File: config.mk
export PLATFORM = sky130hd
export DESIGN_NAME = seg_load_check
export DESIGN_NICKNAME = d
export VERILOG_FILES = /design/src/rtl/seg_chk_pkg.sv /design/src/rtl/seg_rules.sv /design/src/rtl/seg_bank.sv /design/src/rtl/irq_shadow.sv /design/src/rtl/seg_load_check.sv
export SDC_FILE = /design/constraint.sdc
export NUM_CORES = 1
export LEC_CHECK = 0
export CAP_MARGIN = 30
export CORE_MARGIN = 2
export CORE_UTILIZATION = 43
export CTS_BUF_LIST = sky130_fd_sc_hd__clkbuf_4
export DETAILED_ROUTE_END_ITERATION = 6
export DONT_BUFFER_PORTS = 1
export GPL_ROUTABILITY_DRIVEN = 0
export PLACE_DENSITY_LB_ADDON = 0.2
export SLEW_MARGIN = 15
export SYNTH_ARGS = -nofsm -noshare
export SYNTH_HDL_FRONTEND = slang
export SYNTH_SLANG_ARGS = --single-unit
File: constraint.sdc
create_clock -name clk -period 6.55 [get_ports clk]
set_clock_uncertainty 0.1 [all_clocks]
set_input_delay 1.31 -clock clk [delete_from_list [all_inputs] [get_ports clk]]
set_output_delay 1.31 -clock clk [all_outputs]
set_load 0.1 [all_outputs]
File: src/rtl/seg_chk_pkg.sv
package seg_chk_pkg;
  localparam int SEL_W = 16;

  typedef enum logic [1:0] {
    FC_NONE = 2'd0,
    FC_GP   = 2'd1,
    FC_SS   = 2'd2,
    FC_NP   = 2'd3
  } fault_cls_e;

  function automatic logic sel_null(input logic [SEL_W-1:0] s);
    return (s[SEL_W-1:2] == '0);
  endfunction

  // last byte of the 8-byte descriptor lies past the table limit
  function automatic logic sel_past_limit(input logic [SEL_W-1:0] s,
                                          input logic [SEL_W-1:0] lim);
    return ({s[SEL_W-1:3], 3'b111} > lim);
  endfunction

  function automatic logic ar_present(input logic [7:0] ar);
    return ar[7];
  endfunction

  function automatic logic [1:0] ar_dpl(input logic [7:0] ar);
    return ar[6:5];
  endfunction

  function automatic logic ar_is_data(input logic [7:0] ar);
    return ar[4] && !ar[3];
  endfunction

  function automatic logic ar_is_code(input logic [7:0] ar);
    return ar[4] && ar[3];
  endfunction

  function automatic logic ar_rw(input logic [7:0] ar);
    return ar[1];
  endfunction

  function automatic logic ar_conforming(input logic [7:0] ar);
    return ar[2];
  endfunction
endpackage

File: src/rtl/seg_rules.sv
module seg_rules
  import seg_chk_pkg::*;
(
  input  logic             tgt_stack,
  input  logic [SEL_W-1:0] sel,
  input  logic [1:0]       cpl,
  input  logic [SEL_W-1:0] limit,
  input  logic [7:0]       ar,
  output fault_cls_e       cls,
  output logic [SEL_W-1:0] code,
  output logic             null_hit,
  output logic             limit_hit,
  output logic             rule_hit,
  output logic             absent_hit
);
  logic [1:0] rpl;
  logic [1:0] dpl;
  logic       stk_type_ok, stk_priv_ok;
  logic       dat_type_ok, dat_priv_ok;

  assign rpl = sel[1:0];
  assign dpl = ar_dpl(ar);

  assign stk_type_ok = ar_is_data(ar) && ar_rw(ar);
  assign stk_priv_ok = (rpl == cpl) && (dpl == cpl);

  assign dat_type_ok = ar_is_data(ar) || (ar_is_code(ar) && ar_rw(ar));
  assign dat_priv_ok = (ar_is_code(ar) && ar_conforming(ar)) ||
                       ((rpl <= dpl) && (cpl <= dpl));

  assign null_hit   = sel_null(sel);
  assign limit_hit  = !null_hit && sel_past_limit(sel, limit);
  assign rule_hit   = !null_hit && !limit_hit &&
                      (tgt_stack ? !(stk_type_ok && stk_priv_ok)
                                 : !(dat_type_ok && dat_priv_ok));
  assign absent_hit = !null_hit && !limit_hit && !rule_hit && !ar_present(ar);

  always_comb begin
    cls  = FC_NONE;
    code = '0;
    if (null_hit) begin
      if (tgt_stack) cls = FC_GP;
    end else if (limit_hit || rule_hit) begin
      cls  = FC_GP;
      code = sel;
    end else if (absent_hit) begin
      cls  = tgt_stack ? FC_SS : FC_NP;
      code = sel;
    end
  end
endmodule

File: src/rtl/seg_bank.sv
module seg_bank
  import seg_chk_pkg::*;
#(
  parameter int N_SLOT = 5,
  localparam int SLOT_W = (N_SLOT > 1) ? $clog2(N_SLOT) : 1
) (
  input  logic                    clk,
  input  logic                    rst_n,
  input  logic                    wr_en,
  input  logic [SLOT_W-1:0]       wr_slot,
  input  logic [SEL_W-1:0]        wr_sel,
  input  logic                    wr_valid,
  output logic [N_SLOT*SEL_W-1:0] sel_flat,
  output logic [N_SLOT-1:0]       valid
);
  for (genvar g = 0; g < N_SLOT; g++) begin : g_slot
    logic hit;
    assign hit = wr_en && (wr_slot == SLOT_W'(g));
    always_ff @(posedge clk) begin
      if (!rst_n) begin
        sel_flat[g*SEL_W +: SEL_W] <= '0;
        valid[g]                   <= 1'b0;
      end else if (hit) begin
        sel_flat[g*SEL_W +: SEL_W] <= wr_sel;
        valid[g]                   <= wr_valid;
      end
    end
  end

  // written slot takes the requested selector and valid bit
  a_r10_slot_written: assert property (@(posedge clk) disable iff (!rst_n)
    wr_en |=> (valid[$past(wr_slot)] == $past(wr_valid)) &&
              (sel_flat[$past(wr_slot)*SEL_W +: SEL_W] == $past(wr_sel)));
endmodule

File: src/rtl/irq_shadow.sv
module irq_shadow (
  input  logic clk,
  input  logic rst_n,
  input  logic set_i,
  input  logic clr_i,
  output logic inhibit
);
  always_ff @(posedge clk) begin
    if (!rst_n)     inhibit <= 1'b0;
    else if (set_i) inhibit <= 1'b1;
    else if (clr_i) inhibit <= 1'b0;
  end

  a_r12_rise_from_stack: assert property (@(posedge clk) disable iff (!rst_n)
    $rose(inhibit) |-> $past(set_i));
  a_r12_fall_from_retire: assert property (@(posedge clk) disable iff (!rst_n)
    $fell(inhibit) |-> $past(clr_i) && !$past(set_i));
endmodule

File: src/rtl/seg_load_check.sv
module seg_load_check
  import seg_chk_pkg::*;
#(
  parameter int N_DATA = 4,
  localparam int IDX_W  = (N_DATA > 1) ? $clog2(N_DATA) : 1,
  localparam int N_SLOT = N_DATA + 1,
  localparam int SLOT_W = (N_SLOT > 1) ? $clog2(N_SLOT) : 1
) (
  input  logic                    clk,
  input  logic                    rst_n,
  input  logic                    load_req,
  input  logic                    tgt_stack,
  input  logic [IDX_W-1:0]        data_idx,
  input  logic [15:0]             sel_in,
  input  logic [1:0]              cpl,
  input  logic [15:0]             tbl_limit,
  input  logic [7:0]              ar_byte,
  input  logic                    retire,
  output logic                    commit,
  output logic [15:0]             commit_sel,
  output logic [N_SLOT*16-1:0]    seg_sel,
  output logic [N_SLOT-1:0]       seg_valid,
  output logic                    fault_valid,
  output logic [1:0]              fault_class,
  output logic [15:0]             fault_code,
  output logic                    irq_inhibit
);
  fault_cls_e       rule_cls;
  logic [15:0]      rule_code;
  logic             null_hit, limit_hit, rule_hit, absent_hit;
  logic             load_ok, load_bad, stack_commit;
  logic [SLOT_W-1:0] slot;

  seg_rules u_rules (
    .tgt_stack (tgt_stack),
    .sel       (sel_in),
    .cpl       (cpl),
    .limit     (tbl_limit),
    .ar        (ar_byte),
    .cls       (rule_cls),
    .code      (rule_code),
    .null_hit  (null_hit),
    .limit_hit (limit_hit),
    .rule_hit  (rule_hit),
    .absent_hit(absent_hit)
  );

  assign slot         = tgt_stack ? '0 : (SLOT_W'(data_idx) + SLOT_W'(1));
  assign load_ok      = load_req && (rule_cls == FC_NONE);
  assign load_bad     = load_req && (rule_cls != FC_NONE);
  assign stack_commit = load_ok && tgt_stack;

  seg_bank #(.N_SLOT(N_SLOT)) u_bank (
    .clk     (clk),
    .rst_n   (rst_n),
    .wr_en   (load_ok),
    .wr_slot (slot),
    .wr_sel  (sel_in),
    .wr_valid(!null_hit),
    .sel_flat(seg_sel),
    .valid   (seg_valid)
  );

  irq_shadow u_shadow (
    .clk    (clk),
    .rst_n  (rst_n),
    .set_i  (stack_commit),
    .clr_i  (retire),
    .inhibit(irq_inhibit)
  );

  always_ff @(posedge clk) begin
    if (!rst_n) begin
      commit      <= 1'b0;
      commit_sel  <= '0;
      fault_valid <= 1'b0;
      fault_class <= FC_NONE;
      fault_code  <= '0;
    end else begin
      commit      <= load_ok;
      fault_valid <= load_bad;
      fault_class <= load_req ? rule_cls : FC_NONE;
      fault_code  <= load_bad ? rule_code : '0;
      if (load_ok) commit_sel <= sel_in;
    end
  end

  a_r2_null_stack_gp: assert property (@(posedge clk) disable iff (!rst_n)
    (load_req && tgt_stack && sel_in[15:2] == '0) |=>
      (fault_class == FC_GP) && (fault_code == '0));

  a_r3_null_data_commit: assert property (@(posedge clk) disable iff (!rst_n)
    (load_req && !tgt_stack && sel_in[15:2] == '0) |=>
      commit && !seg_valid[$past(slot)]);

  a_r4_code_is_selector: assert property (@(posedge clk) disable iff (!rst_n)
    (load_req && sel_in[15:2] != '0) |=>
      (fault_class == FC_NONE) || (fault_code == $past(sel_in)));

  a_r6_stack_fault_stack_only: assert property (@(posedge clk) disable iff (!rst_n)
    (fault_class == FC_SS) |-> $past(tgt_stack));

  a_r9_np_data_only: assert property (@(posedge clk) disable iff (!rst_n)
    (fault_class == FC_NP) |-> !$past(tgt_stack));

  a_r11_exclusive: assert property (@(posedge clk) disable iff (!rst_n)
    !(commit && fault_valid));

  a_r11_fault_keeps_bank: assert property (@(posedge clk) disable iff (!rst_n)
    fault_valid |-> (seg_valid == $past(seg_valid)) && (seg_sel == $past(seg_sel)));

  a_r13_idle_quiet: assert property (@(posedge clk) disable iff (!rst_n)
    !load_req |=> !commit && !fault_valid && (fault_code == '0));
endmodule

==> impl_metrics.env <==
export IMPL_hold_viol=0
export IMPL_max_slew_margin=0.320
export IMPL_r2r_start="commit_sel[10]"
export IMPL_cts_max_path_buffers=2
export IMPL_tightest_slew_ns=1.02
export IMPL_diodes=0
export IMPL_yosys_warnings=0
export IMPL_critical_path_endpoint_type="flip-flop"
export IMPL_ff2ff_setup_slack_ns=5.04
export IMPL_cts_tree="done"
export IMPL_start_util=0.446
export IMPL_grt_start_max_net_pins=105
export IMPL_cts_hold_buf=0
export IMPL_die_y_um=111
export IMPL_cts_root_buffer="clkbuf_4"
export IMPL_status="complete, no violations"
export IMPL_p_leak_nw=1.88
export IMPL_drive_above_1_share=0.0858
export IMPL_maxCapViolations=0
export IMPL_die_w_um=111
export IMPL_met2_usage=0.313
export IMPL_vdd_drop_max_v=0.000137
export IMPL_synth_avg_cell_area_um2=9.83
export IMPL_pre_cts_ws_ns=1.70
export IMPL_drtIter0Drc=172
export IMPL_final_setup_tns_ns=0
export IMPL_hold_path_class="flip-flop to flip-flop"
export IMPL_synth_seq_cells=122
export IMPL_powerDensity_nw_per_um2=261
export IMPL_wl_um=12600
export IMPL_min_period_over_period=0.654
export IMPL_crit_fanout=21
export IMPL_ctsResizeCount=0
export IMPL_postCtsSetupRepairBufs=0
export IMPL_min_delay_start="u_bank.valid[4]"
export IMPL_hold_end="u_bank.valid[4]"
export IMPL_setup_viol=0
export IMPL_viasPerCell=5.51
export IMPL_grt_first_pass_wirelength_um=19800
export IMPL_clk_pin_slew_ns=0.11
export IMPL_dr_pass1_iters=5
export IMPL_syn2layout_area_growth_pct=8.42
export IMPL_antenna_found_initial=0
export IMPL_netlist_area_leader_share=0.498
export IMPL_nFillCells=1025
export IMPL_worstSetupPathType="input port to flip-flop"
export IMPL_htree_levels=4
export IMPL_syn_area_um2=4900
export IMPL_final_net_count=568
export IMPL_hold_depth=4
export IMPL_place_hpwl_um=8870
export IMPL_grt_busiest_layer="met2"
export IMPL_max_freq_mhz=233
export IMPL_synth_edf_count=0
export IMPL_grt_usage=0.205
export IMPL_worst_slack_ns=2.27
export IMPL_grt_use_met1=0.256
export IMPL_yosysMostFrequentCell="dfxtp_1"
export IMPL_insertion_delay_ns=0.51
export IMPL_async_reset_ff_frac=0
export IMPL_seq_area_frac_synth=0.498
export IMPL_io_buffers=0
export IMPL_rsz0062_at_grt="false"
export IMPL_placementRows=38
export IMPL_netlist_cell_type_count=41
export IMPL_required_ns=6.88
export IMPL_routedWlPerCell_um=19.3
export IMPL_grt_pass1_vias=3468
export IMPL_synth_cells=499
export IMPL_syn_nets=566
export IMPL_r2r_end="commit_sel[10]"
export IMPL_drcViolationCount=0
export IMPL_r2r_cells=2
export IMPL_synth_largest_area_cell="dfxtp_1"
export IMPL_min_period_ns=4.28
export IMPL_cp_start_kind="input port"
export IMPL_vias=3596
export IMPL_worstPathArrival_ns=4.61
export IMPL_core_area_um2=11000
export IMPL_ios=171
export IMPL_slew_violations=0
export IMPL_use_met3=0.0902
export IMPL_synthTopCellsByCount="dfxtp_1 (122), nand2_1 (105), mux2i_1 (85)"
export IMPL_synth_ff_type="dfxtp_1"
export IMPL_cts_sinks=122
export IMPL_antenna_left=0
export IMPL_ys_top_cells_by_area="dfxtp_1 (50%), mux2i_1 (17%), nand2_1 (8.0%)"
export IMPL_numCtsBuffers=17
export IMPL_dieArea_um2=12300
export IMPL_grt_overflow=0
[critical path, stage by stage]
cell,delay [ns]
nor4_1,0.34
nand4_1,0.40
nor2_1,0.37
nand2_1,0.63
a2111oi_4,0.98
buf_4,0.35
mux2i_1,0.21
[state kept, by name, summed over array words and instances (netlist names)]
register          count
commit                1
commit_sel           16
fault_class           2
fault_code           16
fault_valid           1
u_bank.sel_flat      80
u_bank.valid          5
u_shadow.inhibit      1
[metal layers]
layer  vias up  wire [um]
li1       1714          -
met1      1727       5600
met2       139       5680
met3        16       1140
met4         0        193
met5         -          0
[per-stage QoR]
step	instance area [um2]	cells	hold slack (ns)	util	power, mW
after detailed placement	5010	620	0.798	0.456	0.884
after floorplan	4900	499	0.785	-	0.877
after CTS	5290	651	0.773	0.481	1.41
after global routing	5320	653	0.726	0.484	1.45
final	5320	653	0.684	0.484	1.39
after global placement	5010	620	0.793	0.456	0.880
[cell usage in the layout, fill, tap and decap left out, drive strengths merged]
cell type,count
a21boi,1
clkbuf,18
o32ai,1
nand2b,2
a211o,1
bufinv,2
o21ai,18
dfxtp,122
nor2b,6
nand4b,1
mux2i,85
inv,18
nor3,2
and3,3
and2,16
nand2,105
o2111ai,1
a21oi,23
and4,1
a21o,1
a221o,1
xor2,2
a31oi,2
clkinvlp,5
ha,18
a211oi,2
or4,1
clkinv,7
a2111o,1
or3,1
nor4,3
a2111oi,3
nand4,4
o211a,1
nor2,6
buf,8
nand3,20
a22o,1
[power breakdown]
part	leakage (nW)	switching [mW]	internal [mW]
Clock	0.134	0.297	0.225
Combinational	0.764	0.0361	0.0236
Sequential	0.986	0.0581	0.749
[layout make-up]
type | instances | area (um2) | area share
well taps | 140 | 175 | 0.0329
clock inverters | 14 | 150 | 0.0282
repair buffers | 9 | 83.8 | 0.0158
multi-input cells | 333 | 2270 | 0.427
flip-flops and latches | 122 | 2440 | 0.459
clock buffers | 17 | 128 | 0.0240
inverters | 18 | 67.6 | 0.0127
[logic make-up (layout without fill, tap and decap cells)]
logic type / after synthesis / count (layout) / share of synthesized area
simple gates: 171 / 171 / 0.157
flops: 122 / 122 / 0.498
mux: 85 / 85 / 0.174
compound gates: 57 / 57 / 0.0827
buf+inv: 44 / 58 / 0.0390
fa+ha+maj: 18 / 18 / 0.0459
xor+xnor: 2 / 2 / 0.00357
[how the worst max path moves through the flow]
| stage | start | to | slack [ns] | cells past startpoint |
|---|---|---|---|---|
| finish | sel_in[2] | u_bank.sel_flat[56] | 2.27 | 7 |
| global route | sel_in[2] | u_bank.sel_flat[56] | 1.97 | 7 |
| CTS | sel_in[2] | u_bank.sel_flat[56] | 2.22 | 7 |
| detailed placement | sel_in[2] | u_bank.sel_flat[62] | 1.70 | 7 |
| global placement | tbl_limit[9] | u_bank.sel_flat[62] | 1.80 | 9 |
| floorplan | tbl_limit[9] | u_bank.sel_flat[53] | 2.29 | 10 |
Power figures use the tool's default switching activity.
